<file path="config.mk">
export PLATFORM = sky130hd
export DESIGN_NAME = wake_release_seq
export DESIGN_NICKNAME = d
export VERILOG_FILES = /design/src/rtl/wrs_pkg.sv /design/src/rtl/wrs_dly_decode.sv /design/src/rtl/wrs_elapsed.sv /design/src/rtl/wrs_release.sv /design/src/rtl/wake_release_seq.sv
export SDC_FILE = /design/constraint.sdc
export NUM_CORES = 1
export LEC_CHECK = 0
export ABC_AREA = 1
export BUFFER_PORTS_ARGS = -buffer_cell sky130_fd_sc_hd__buf_4
export CORE_MARGIN = 3
export CORE_UTILIZATION = 50
export DETAILED_ROUTE_END_ITERATION = 8
export HOLD_SLACK_MARGIN = 0.05
export PLACE_DENSITY = 0.76
export SLEW_MARGIN = 20
export SYNTH_ARGS = -nofsm -noshare
export SYNTH_HDL_FRONTEND = slang
export SYNTH_SLANG_ARGS = --single-unit
export TNS_END_PERCENT = 30
</file>
<file path="constraint.sdc">
create_clock -name clk -period 8.8 [get_ports clk]
set_input_delay 2.64 -clock clk [delete_from_list [all_inputs] [get_ports clk]]
set_output_delay 2.64 -clock clk [all_outputs]
set_load 0.01 [all_outputs]
</file>
<file path="src/rtl/wrs_pkg.sv">
package wrs_pkg;
  localparam int unsigned DLY_W_DEF = 10;

  typedef struct packed {
    logic out_rel;
    logic gwe;
    logic gsr;
  } rel_flags_t;
endpackage

</file>
<file path="src/rtl/wrs_dly_decode.sv">
module wrs_dly_decode #(
  parameter int unsigned DLY_W = 10
) (
  input  logic [DLY_W-1:0] out_f,
  input  logic [DLY_W-1:0] wp_f,
  output logic [DLY_W:0]   out_n,
  output logic [DLY_W:0]   wp_eff,
  output logic             err
);
  localparam int unsigned NW = DLY_W + 1;
  localparam logic [NW-1:0] FULL = NW'(1) << DLY_W;

  logic [DLY_W-1:0] fld [2];
  logic [NW-1:0]    num [2];

  assign fld[0] = out_f;
  assign fld[1] = wp_f;

  // both fields use the same decode: zero selects the full range
  for (genvar g = 0; g < 2; g++) begin : g_dec
    assign num[g] = (fld[g] == '0) ? FULL : {1'b0, fld[g]};
  end

  assign out_n  = num[0];
  assign err    = num[1] < num[0];
  assign wp_eff = err ? num[0] : num[1];
endmodule

</file>
<file path="src/rtl/wrs_elapsed.sv">
module wrs_elapsed #(
  parameter int unsigned DLY_W = 10
) (
  input  logic           clk,
  input  logic           rst_n,
  input  logic           wake_i,
  output logic [DLY_W:0] cnt,
  output logic           start
);
  localparam int unsigned NW = DLY_W + 1;
  // the largest threshold is full range plus one set/reset cycle
  localparam logic [NW-1:0] LIM = (NW'(1) << DLY_W) + NW'(1);

  assign start = wake_i && (cnt == '0);

  always_ff @(posedge clk or negedge rst_n) begin
    if (!rst_n)          cnt <= '0;
    else if (!wake_i)    cnt <= '0;
    else if (cnt != LIM) cnt <= cnt + NW'(1);
  end
endmodule

</file>
<file path="src/rtl/wrs_release.sv">
module wrs_release #(
  parameter int unsigned DLY_W = 10
) (
  input  logic [DLY_W:0]     cnt,
  input  logic [DLY_W:0]     out_n,
  input  logic [DLY_W:0]     wp_eff,
  input  logic               gsr_en,
  output wrs_pkg::rel_flags_t flags
);
  localparam int unsigned NW = DLY_W + 1;
  logic [NW-1:0] gwe_thr;

  // the set/reset pulse takes one cycle, so it pushes write enable back one edge
  assign gwe_thr       = wp_eff + {{(NW-1){1'b0}}, gsr_en};
  assign flags.out_rel = (cnt != '0) && (cnt >= out_n);
  assign flags.gwe     = (cnt != '0) && (cnt >= gwe_thr);
  assign flags.gsr     = gsr_en && (cnt == wp_eff);
endmodule

</file>
<file path="src/rtl/wake_release_seq.sv">
module wake_release_seq #(
  parameter int unsigned DLY_W = wrs_pkg::DLY_W_DEF
) (
  input  logic             clk,
  input  logic             rst_n,
  input  logic             wake_i,
  input  logic [DLY_W-1:0] out_dly_i,
  input  logic [DLY_W-1:0] wp_dly_i,
  input  logic             gsr_en_i,
  output logic             out_rel_o,
  output logic             gwe_o,
  output logic             gsr_o,
  output logic             cfg_err_o,
  output logic             done_o
);
  localparam int unsigned NW = DLY_W + 1;

  logic [NW-1:0] cnt;
  logic          start;
  logic [NW-1:0] out_n_d, wp_eff_d;
  logic          err_d;
  logic [NW-1:0] out_q, wp_q;
  logic          err_q, gsr_q;
  wrs_pkg::rel_flags_t flags;

  wrs_elapsed #(.DLY_W(DLY_W)) u_cnt (
    .clk(clk), .rst_n(rst_n), .wake_i(wake_i), .cnt(cnt), .start(start)
  );

  wrs_dly_decode #(.DLY_W(DLY_W)) u_dec (
    .out_f(out_dly_i), .wp_f(wp_dly_i),
    .out_n(out_n_d), .wp_eff(wp_eff_d), .err(err_d)
  );

  // capture the configuration on the first wake edge of each sequence
  always_ff @(posedge clk or negedge rst_n) begin
    if (!rst_n) begin
      out_q <= '1;
      wp_q  <= '1;
      err_q <= 1'b0;
      gsr_q <= 1'b0;
    end else if (start) begin
      out_q <= out_n_d;
      wp_q  <= wp_eff_d;
      err_q <= err_d;
      gsr_q <= gsr_en_i;
    end
  end

  wrs_release #(.DLY_W(DLY_W)) u_rel (
    .cnt(cnt), .out_n(out_q), .wp_eff(wp_q), .gsr_en(gsr_q), .flags(flags)
  );

  assign out_rel_o = flags.out_rel;
  assign gwe_o     = flags.gwe;
  assign gsr_o     = flags.gsr;
  assign cfg_err_o = (cnt != '0) && err_q;
  assign done_o    = flags.out_rel && flags.gwe;
endmodule

</file>
# Word level (Yosys, flattened, before mapping)
# Cells that the tools add are included.
# Widths: inputs -> output; s select.
[classes]
mux = 5
magnitude_cmp = 3
n_eq_ne = 3
n_addsub = 2
reduce_logical = 10
[ops]
columns = ["operator", "count"]
rows = [
  ["$mux 11", 5],
  ["$ge 11x11->1", 2],
  ["$logic_not 10->1", 2],
  ["$add 11x1->11", 1],
  ["$add 11x1->11 const B", 1],
  ["$eq 11x11->1", 1],
  ["$logic_not 11->1", 1],
  ["$lt 11x11->1", 1],
  ["$ne 11x11->1 const B", 1],
  ["$reduce_bool 11->1", 1],
  ["$logic_and 1x1->1", 6],
  ["$ne 2x1->1 const B", 1],
]
[word_totals]
regBits = 35
wordCells = 28
output_inout_bits = 5

# Longest topological paths before layout
# Gate-level depths: netlist of run 1.
[logic_depth]
word_depth = 4
mapped_depth = 16

# Modules after synthesis
# A second synthesis of run 1 with hierarchy kept.
[hier_totals]
cells_unflattened = 438
area_unflattened_um2 = 3329.4
[by_module_without_submodules]
columns = ["module", "n_inst", "cells_per_inst", "area_per_inst_um2", "seq_area_each_um2"]
rows = [
  ["wake_release_seq", 1, 66, 1071.0, 628.1],
  ["wrs_release", 1, 171, 988.4, 0.0],
  ["wrs_elapsed", 1, 80, 653.1, 275.3],
  ["wrs_dly_decode", 1, 121, 616.8, 0.0],
]

# Least setup slack after synthesis of run 1
# OpenSTA, ideal clock, no wires.
[synth_path]
kind = "reg2out"
from = "register wp_q[0]"
to = "output done_o"
path_buffers = 0
stages_incl_launch_ff = 15
t_arrival_ns = 2.150
path_slack_ns = 4.010
cell_sequence = "dfstp_2 -> ha_1 -> nand3_1 -> nor2_1 -> nand4_1 -> nor2_1 -> xor2_1 -> inv_1 -> ha_1 -> nand2_1 -> nor2_1 -> nand3_1 -> nand4_1 -> nand2_1 -> nor2_1"
[synth_between]
elab_chain_cells = 4
[synth_lines]
columns = ["element", "line_no", "rtl"]
rows = [
  ["start: declaration", "wake_release_seq.sv:22", "logic [NW-1:0] out_q, wp_q;"],
  ["start signal: assignment", "wake_release_seq.sv:44", "wp_q <= wp_eff_d;"],
  ["$add 11x1->11", "wrs_release.sv:14", "assign gwe_thr = wp_eff + {{(NW-1){1'b0}}, gsr_en};"],
  ["$ge 11x11->1", "wrs_release.sv:16", "assign flags.gwe = (cnt != '0) && (cnt >= gwe_thr);"],
  ["$logic_and 1x1->1", "wrs_release.sv:16", ""],
  ["$logic_and 1x1->1", "wake_release_seq.sv:58", "assign done_o = flags.out_rel && flags.gwe;"],
  ["end: declaration", "wake_release_seq.sv:14", "output logic done_o"],
]
# Every way passes these cells.

# Worst setup path after layout of run 1
# Same ends and word-level chain as after synthesis.

==> results.yml, run 1 <==
status:
  outcome: "completed"
final_layout:
  drive_above_1_share_pct: 16.0
  regArea_um2: 903
  fin_cells: 516
  final_util_pct: 58.4
  area_growth_pct: 10.9
  multi_input_area_um2: 1740
  num-nets-final: 505
  antenna-diode-count: 0
  fillerInstances: 532
die:
  pin_count: 29
  dieWidth_um: 83.1
  coreArea_um2: 5640
  die_h_um: 83.1
  die_area_um2: 6900
  rows: 27
  initial_core_util_pct: 52.6
setup_path:
  cp.arrival_ps: 2700
  timing.rr.start: "u_cnt.cnt[0]$_DFFE_PN0P_"
  endpoint: "done_o"
  startpoint_type: "flop"
  crit_required_ps: 6160
  r2r-end: "wp_q[2]$_DFFE_PN1P_"
  worst-setup-path-type: "reg2out"
  regToRegSetupSlack_ps: 6370
  startpoint: "wp_q[0]$_DFFE_PN1P_"
  crit_path_end_kind: "primary output"
  cp_max_fo: 4
  rr_worst_depth: 8
detailed_routing:
  drt_iter0_drc: 173
  wl_um: 7070
  wl_per_cell_um: 13.7
  vias: 2675
  drc_errors: 0
  via_per_inst: 5.18
  drtPass1Iterations: 4
  drt.antenna.violating_nets: 0
sta:
  clock.fmax_mhz: 187
  slew_headroom_pct: 42.0
  maxSlewViolCount: 0
  setup_slack_ps: 3460
  rsz0062_at_grt: "no"
  finalCritPeriodShare_pct: 60.7
  post-route-min-period_ps: 5340
  setup_tns_ps: 0
  tightest_slew_ps: 867
  clock_skew_ps: 8.49
  finalSetupViolations: 0
  final_hold_viol_count: 0
logic_synthesis:
  ys_types: 31
  synth.largest_area_cell: "dfstp_2"
  synthMuxAreaShare_pct: 0
  synth_edf_count: 0
  synth_flop_cell: "dfstp_2"
  synth_seq_cells: 35
  yosys.area_share.adder_pct: 16.0
  synth_area_leaders: "dfstp_2, ha_1, nand2_1"
  ys_async_sr_fraction_pct: 100
  synthMostInstantiatedCell: "nand2_1"
  synth_area_per_cell_um2: 7.02
  ys_seq_area_share_pct: 30.4
  synth-simple-area-share_pct: 29.5
  syn_inst: 423
  synth.net_count: 485
  synth_compound_area_share_pct: 8.98
  synth_top_family_by_area: "simple AND/OR/NAND/NOR gates"
  yosysWarningCount: 0
  syn_area_um2: 2970
  ys_top_cells_by_count: "nand2_1, inv_1, ha_1, nor2_1, dfstp_2"
  synth_top_area_share_pct: 19.5
  synth-xor-area-share_pct: 4.13
power_and_ir_drop:
  peakVddDrop_v: 0.000101
  powerDensity_nw_per_um2: 169
  p_leak_nw: 1.80
clocking:
  cts_tree: "done"
  cts_made_buffers: 5
  htreeDepth: 2
  ctsRootBufferMaster: "clkbuf_8"
  ctsResizeCount: 0
  cts_setup_buffers: 0
  clk_path_buf_depth: 2
  cts_sinks: 35
  postCtsHoldBufs: 0
  clk_latency_ps: 290
  path_clk_slew_ps: 60
flow_run:
  max-cap-violations: 0
grt:
  grt_max_degree: 36
  grt_pass1_wl_um: 11900
  grt_pass1_vias: 2515
  track_usage_pct: 21.0
  antenna_found_initial: 0
  gr-total-overflow: 0
placement:
  io_buffers: 28
  place_congestion: 0.916
  pre_cts_slack_ps: 3780
  hpwl_um: 5740
  numPlacedInstances: 508
hold_path:
  hp-class: "reg2reg"
final cells by class:
cell class | instances | area share (%)
multi-input cells | 304 | 52.8
flip-flops and latches | 35 | 27.4
inverters | 69 | 7.86
repair buffers | 28 | 6.38
well taps | 72 | 2.74
clock buffers | 7 | 2.62
clock inverters | 1 | 0.152
layout by cell type (no fill, tap or decap), types with 2 or more instances in the layout:
cell and count:
nor2_2 2, nand3_1 20, xor2_1 11, o22ai_1 4
nand2_1 122, ha_1 38, nand2_2 5, a21oi_1 17
nor3_1 8, xnor2_1 3, inv_1 67, inv_2 2
o21ai_0 20, dfrtp_1 13, nor2_1 33, nand4_1 9
clkbuf_8 6, dfstp_2 22, o21a_1 2, buf_4 28
worst max-delay path, stage by stage, from the launching register on:
cell and delay [ps]:
dfstp_2 560, ha_1 150, nand3_1 110, nor2_1 150
nand4_1 140, nor2_1 130, xor2_1 150, inv_1 60
ha_1 280, nand2_1 70, nor2_1 140, nand3_1 100
nand4_1 110, nand2_1 80, nor2_1 90, buf_4 120
logic make-up after synthesis:
kind of cell | Yosys count
AO/OA/AOI/OAI | 48
XOR/XNOR | 14
adder cells (fa/ha/maj) | 38
buffers and inverters | 84
flip-flops | 35
AND/OR/NAND/NOR | 204
sequential cells by signal (all words and copies together), names as in the netlist:
signal / flops
wp_q: 11
err_q: 1
gsr_q: 1
u_cnt.cnt: 11
out_q: 11
worst min-delay path by stage:
stage / start / end / slack (ps) / cells past startpoint
floorplan: err_q$_DFFE_PN0P_ / err_q$_DFFE_PN0P_ / 460 / 1
finish: out_q[10]$_DFFE_PN1P_ / out_q[10]$_DFFE_PN1P_ / 500 / 2
detailed placement: out_q[10]$_DFFE_PN1P_ / out_q[10]$_DFFE_PN1P_ / 490 / 2
CTS: wp_q[3]$_DFFE_PN1P_ / wp_q[3]$_DFFE_PN1P_ / 500 / 2
global route: err_q$_DFFE_PN0P_ / err_q$_DFFE_PN0P_ / 520 / 1
global placement: err_q$_DFFE_PN0P_ / err_q$_DFFE_PN0P_ / 480 / 1
power by group:
| part | leakage (nW) | internal, mW | switching [mW] |
|---|---|---|---|
| sequential | 0.405 | 0.211 | 0.0355 |
| clock | 0.0482 | 0.0631 | 0.0570 |
| combinational | 1.34 | 0.0767 | 0.112 |
| total | 1.80 | 0.351 | 0.204 |
routing by layer:
metal / GRT usage, % / vias to the layer above / routed length, um
met4: 6.84 / 0 / 116
met1: 28.7 / 1207 / 3240
met2: 34.0 / 79 / 3330
li1: - / 1380 / -
met5: 0 / - / 0
met3: 3.27 / 9 / 375
through the flow:
| step | hold WS [ps] | area [um^2] | power, mW |
|---|---|---|---|
| 2_1_floorplan | 464 | 2970 | 0.378 |
| 3_3_place_gp | 475 | 3200 | 0.430 |
| 3_5_place_dp | 485 | 3200 | 0.436 |
| 4_1_cts | 500 | 3290 | 0.557 |
| 5_1_grt | 516 | 3290 | 0.599 |
| 6_report | 497 | 3290 | 0.555 |
No activity file was read; power rests on OpenSTA's default activity.
==> run 2, diff against run 1 <==
Settings changed: ABC_AREA 1 to 0.
Clock period 8.8 ns to 5.3 ns, I/O delays scaled along.
==> run 2 against run 1 <==
Compared with the run above:
- combinational power up 41%
- utilization is 0.44 points higher
- wire length fell by 14%
- first-iteration DRC count shrank 24%
- critical endpoint unchanged
- largest cell class unchanged
- highest routed layer unchanged
==> results.yml, run 2 <==
status:
  outcome: "completed"
sta:
  setup_tns_ps: 0
  maxSlewViolCount: 0
  finalSetupViolations: 0
  clock_skew_ps: 12.0
  rsz0062_at_grt: "no"
  slew_headroom_pct: 69.5
  finalCritPeriodShare_pct: 85.0
  tightest_slew_ps: 446
  final_hold_viol_count: 0
  clock.fmax_mhz: 222
  post-route-min-period_ps: 4500
power_and_ir_drop:
  peakVddDrop_v: 0.000222
  p_leak_nw: 1.40
  clock_power_share_pct: 23.1
  powerDensity_nw_per_um2: 280
  seq_power_share_pct: 46.1
  p_switching_mw: 0.294
  power_frac_comb_pct: 30.8
  power.internal_mw: 0.570
  switching_share_pct: 34.0
die:
  pin_count: 29
  dieWidth_um: 80.6
  coreArea_um2: 5240
  die_area_um2: 6490
  die_h_um: 80.6
  rows: 26
  initial_core_util_pct: 53.1
clocking:
  postCtsHoldBufs: 0
  htreeDepth: 2
  clk_path_buf_depth: 2
  cts_tree: "done"
  path_clk_slew_ps: 70
  cts_setup_buffers: 0
  ctsRootBufferMaster: "clkbuf_8"
  cts_sinks: 35
  cts_made_buffers: 5
  ctsResizeCount: 0
  clk_latency_ps: 280
final_layout:
  layout_common_cells: "ha_1, nand2_1, buf_4"
  num-nets-final: 391
  antenna-diode-count: 0
  fillerInstances: 474
  final_cell_area_um2: 3080
  area_growth_pct: 10.9
  fin_cells: 400
  reg_top3: "out_q: 11 flops, u_cnt.cnt: 11 flops, wp_q: 11 flops"
  mostFrequentLayoutCell: "ha_1"
  drive_above_1_share_pct: 21.8
logic_synthesis:
  synth.net_count: 376
  synth_area_per_cell_um2: 8.85
  yosysWarningCount: 0
  ys_async_sr_fraction_pct: 100
  synth_top_area_share_pct: 20.8
  synth.largest_area_cell: "dfstp_2"
  syn_area_um2: 2780
  ys_top_cells_by_count: "ha_1, nand2_1, inv_1, xnor2_1, dfstp_2"
  synth_flop_cell: "dfstp_2"
  ys_types: 38
  synthMostInstantiatedCell: "ha_1"
  synth_seq_cells: 35
  ys_seq_area_share_pct: 32.5
  synth_edf_count: 0
  synth_area_leaders: "dfstp_2, ha_1, dfrtp_1"
  syn_inst: 314
setup_path:
  cp.arrival_ps: 2910
  worst-setup-path-type: "reg2out"
  startpoint_type: "flop"
  rr_worst_depth: 6
  crit_required_ps: 3710
  crit_path_end_kind: "primary output"
  cp_max_fo: 4
grt:
  gr-total-overflow: 0
  track_usage_pct: 20.7
  grt_pass1_vias: 2226
  grt_pass1_wl_um: 10400
  grt_max_degree: 36
  antenna_found_initial: 0
flow_run:
  max-cap-violations: 0
detailed_routing:
  drc_errors: 0
  wl_um: 6090
  drt.antenna.violating_nets: 0
  wl_per_cell_um: 15.2
  vias: 2206
  drtPass1Iterations: 4
  via_per_inst: 5.52
  drt_iter0_drc: 131
hold_path:
  hp-class: "reg2reg"
  min_path_cells: 2
placement:
  io_buffers: 28
  place_congestion: 0.867
  numPlacedInstances: 392
  placed_cell_area_um2: 2990
  hpwl_um: 4660
-- run 2: changes by cell type in the layout (fill, tap and decap cells not counted), sizes merged, moves of 4 or more --
cell,change
nor4,+6
nor3,-5
o22ai,-4
inv,-43
o211ai,+10
a21oi,-5
xor2,-6
and2,+11
nor2,-24
nand2,-91
xnor2,+22
nand2b,+4
-- run 2: stage by stage --
stage	setup slack (ps)	hold WS, ps	util (%)	total power, mW
final	797	473	58.8	0.864
after global routing	615	496	58.8	0.927
after CTS	800	477	58.8	0.869
after detailed placement	1160	465	57.1	0.663
after global placement	1170	456	57.1	0.649
after floorplan	1450	441	-	0.584
-- run 2: kinds of logic after synthesis --
kind of cell	share of synthesized area, %
and+or+nand+nor	20.5
AOI/OAI and AO/OA	12.1
buffers and inverters	7.20
adders and majority gates	17.1
DFF	32.5
xor gates and xnor gates	9.46
muxes	1.13
-- run 2: area by class of cell --
class	count	area [um^2]	share of cell area (%)
Inverter	26	97.6	3.17
Multi-Input combinational cell	231	1680	54.4
Clock buffer	7	86.3	2.80
Timing Repair Buffer	30	225	7.31
Tap cell	70	87.6	2.84
Sequential cell	35	903	29.3
Clock inverter	1	5.00	0.162
-- run 2: critical path: stages, from the launching register on --
cell and delay [ps]:
dfstp_2 580, ha_1 170, ha_1 200, nand2_1 90, nor2_1 160, xnor2_1 150
ha_1 260, and2_1 180, a221oi_1 220, o21ai_0 180, a21oi_1 220, nor4_1 70
buf_4 160
-- run 2: final timing paths --
| path | start | endpoint | slack [ps] |
|---|---|---|---|
| max in group asynchronous | rst_n | out_q[5]$_DFFE_PN1P_ | 3710 |
| hold / removal | out_q[0]$_DFFE_PN1P_ | out_q[0]$_DFFE_PN1P_ | 470 |
| setup reg to reg | u_cnt.cnt[6]$_DFFE_PN0P_ | wp_q[5]$_DFFE_PN1P_ | 2840 |
| setup / recovery | wp_q[0]$_DFFE_PN1P_ | done_o | 800 |
| min in group asynchronous | rst_n | u_cnt.cnt[1]$_DFFE_PN0P_ | 1240 |
| hold reg to reg | out_q[0]$_DFFE_PN1P_ | out_q[0]$_DFFE_PN1P_ | 470 |
-- run 2: routing by layer --
metal  global-route usage (%)  up-vias  routed length, um
met5                        0        -                  0
met3                     5.94       10                227
met4                     7.60        0                119
met1                     25.8     1053               2800
met2                     34.0       34               2950
li1                         -     1109                  -
-- run 2: power by group through the flow --
| stage | sequential [mW] | clock (mW) | combinational (mW) |
|---|---|---|---|
| final | 0.398 | 0.200 | 0.266 |
| after global routing | 0.406 | 0.217 | 0.303 |
| after CTS | 0.398 | 0.204 | 0.267 |
| after detailed placement | 0.401 | 0 | 0.262 |
| after global placement | 0.400 | 0 | 0.249 |
| after floorplan | 0.371 | 0 | 0.213 |
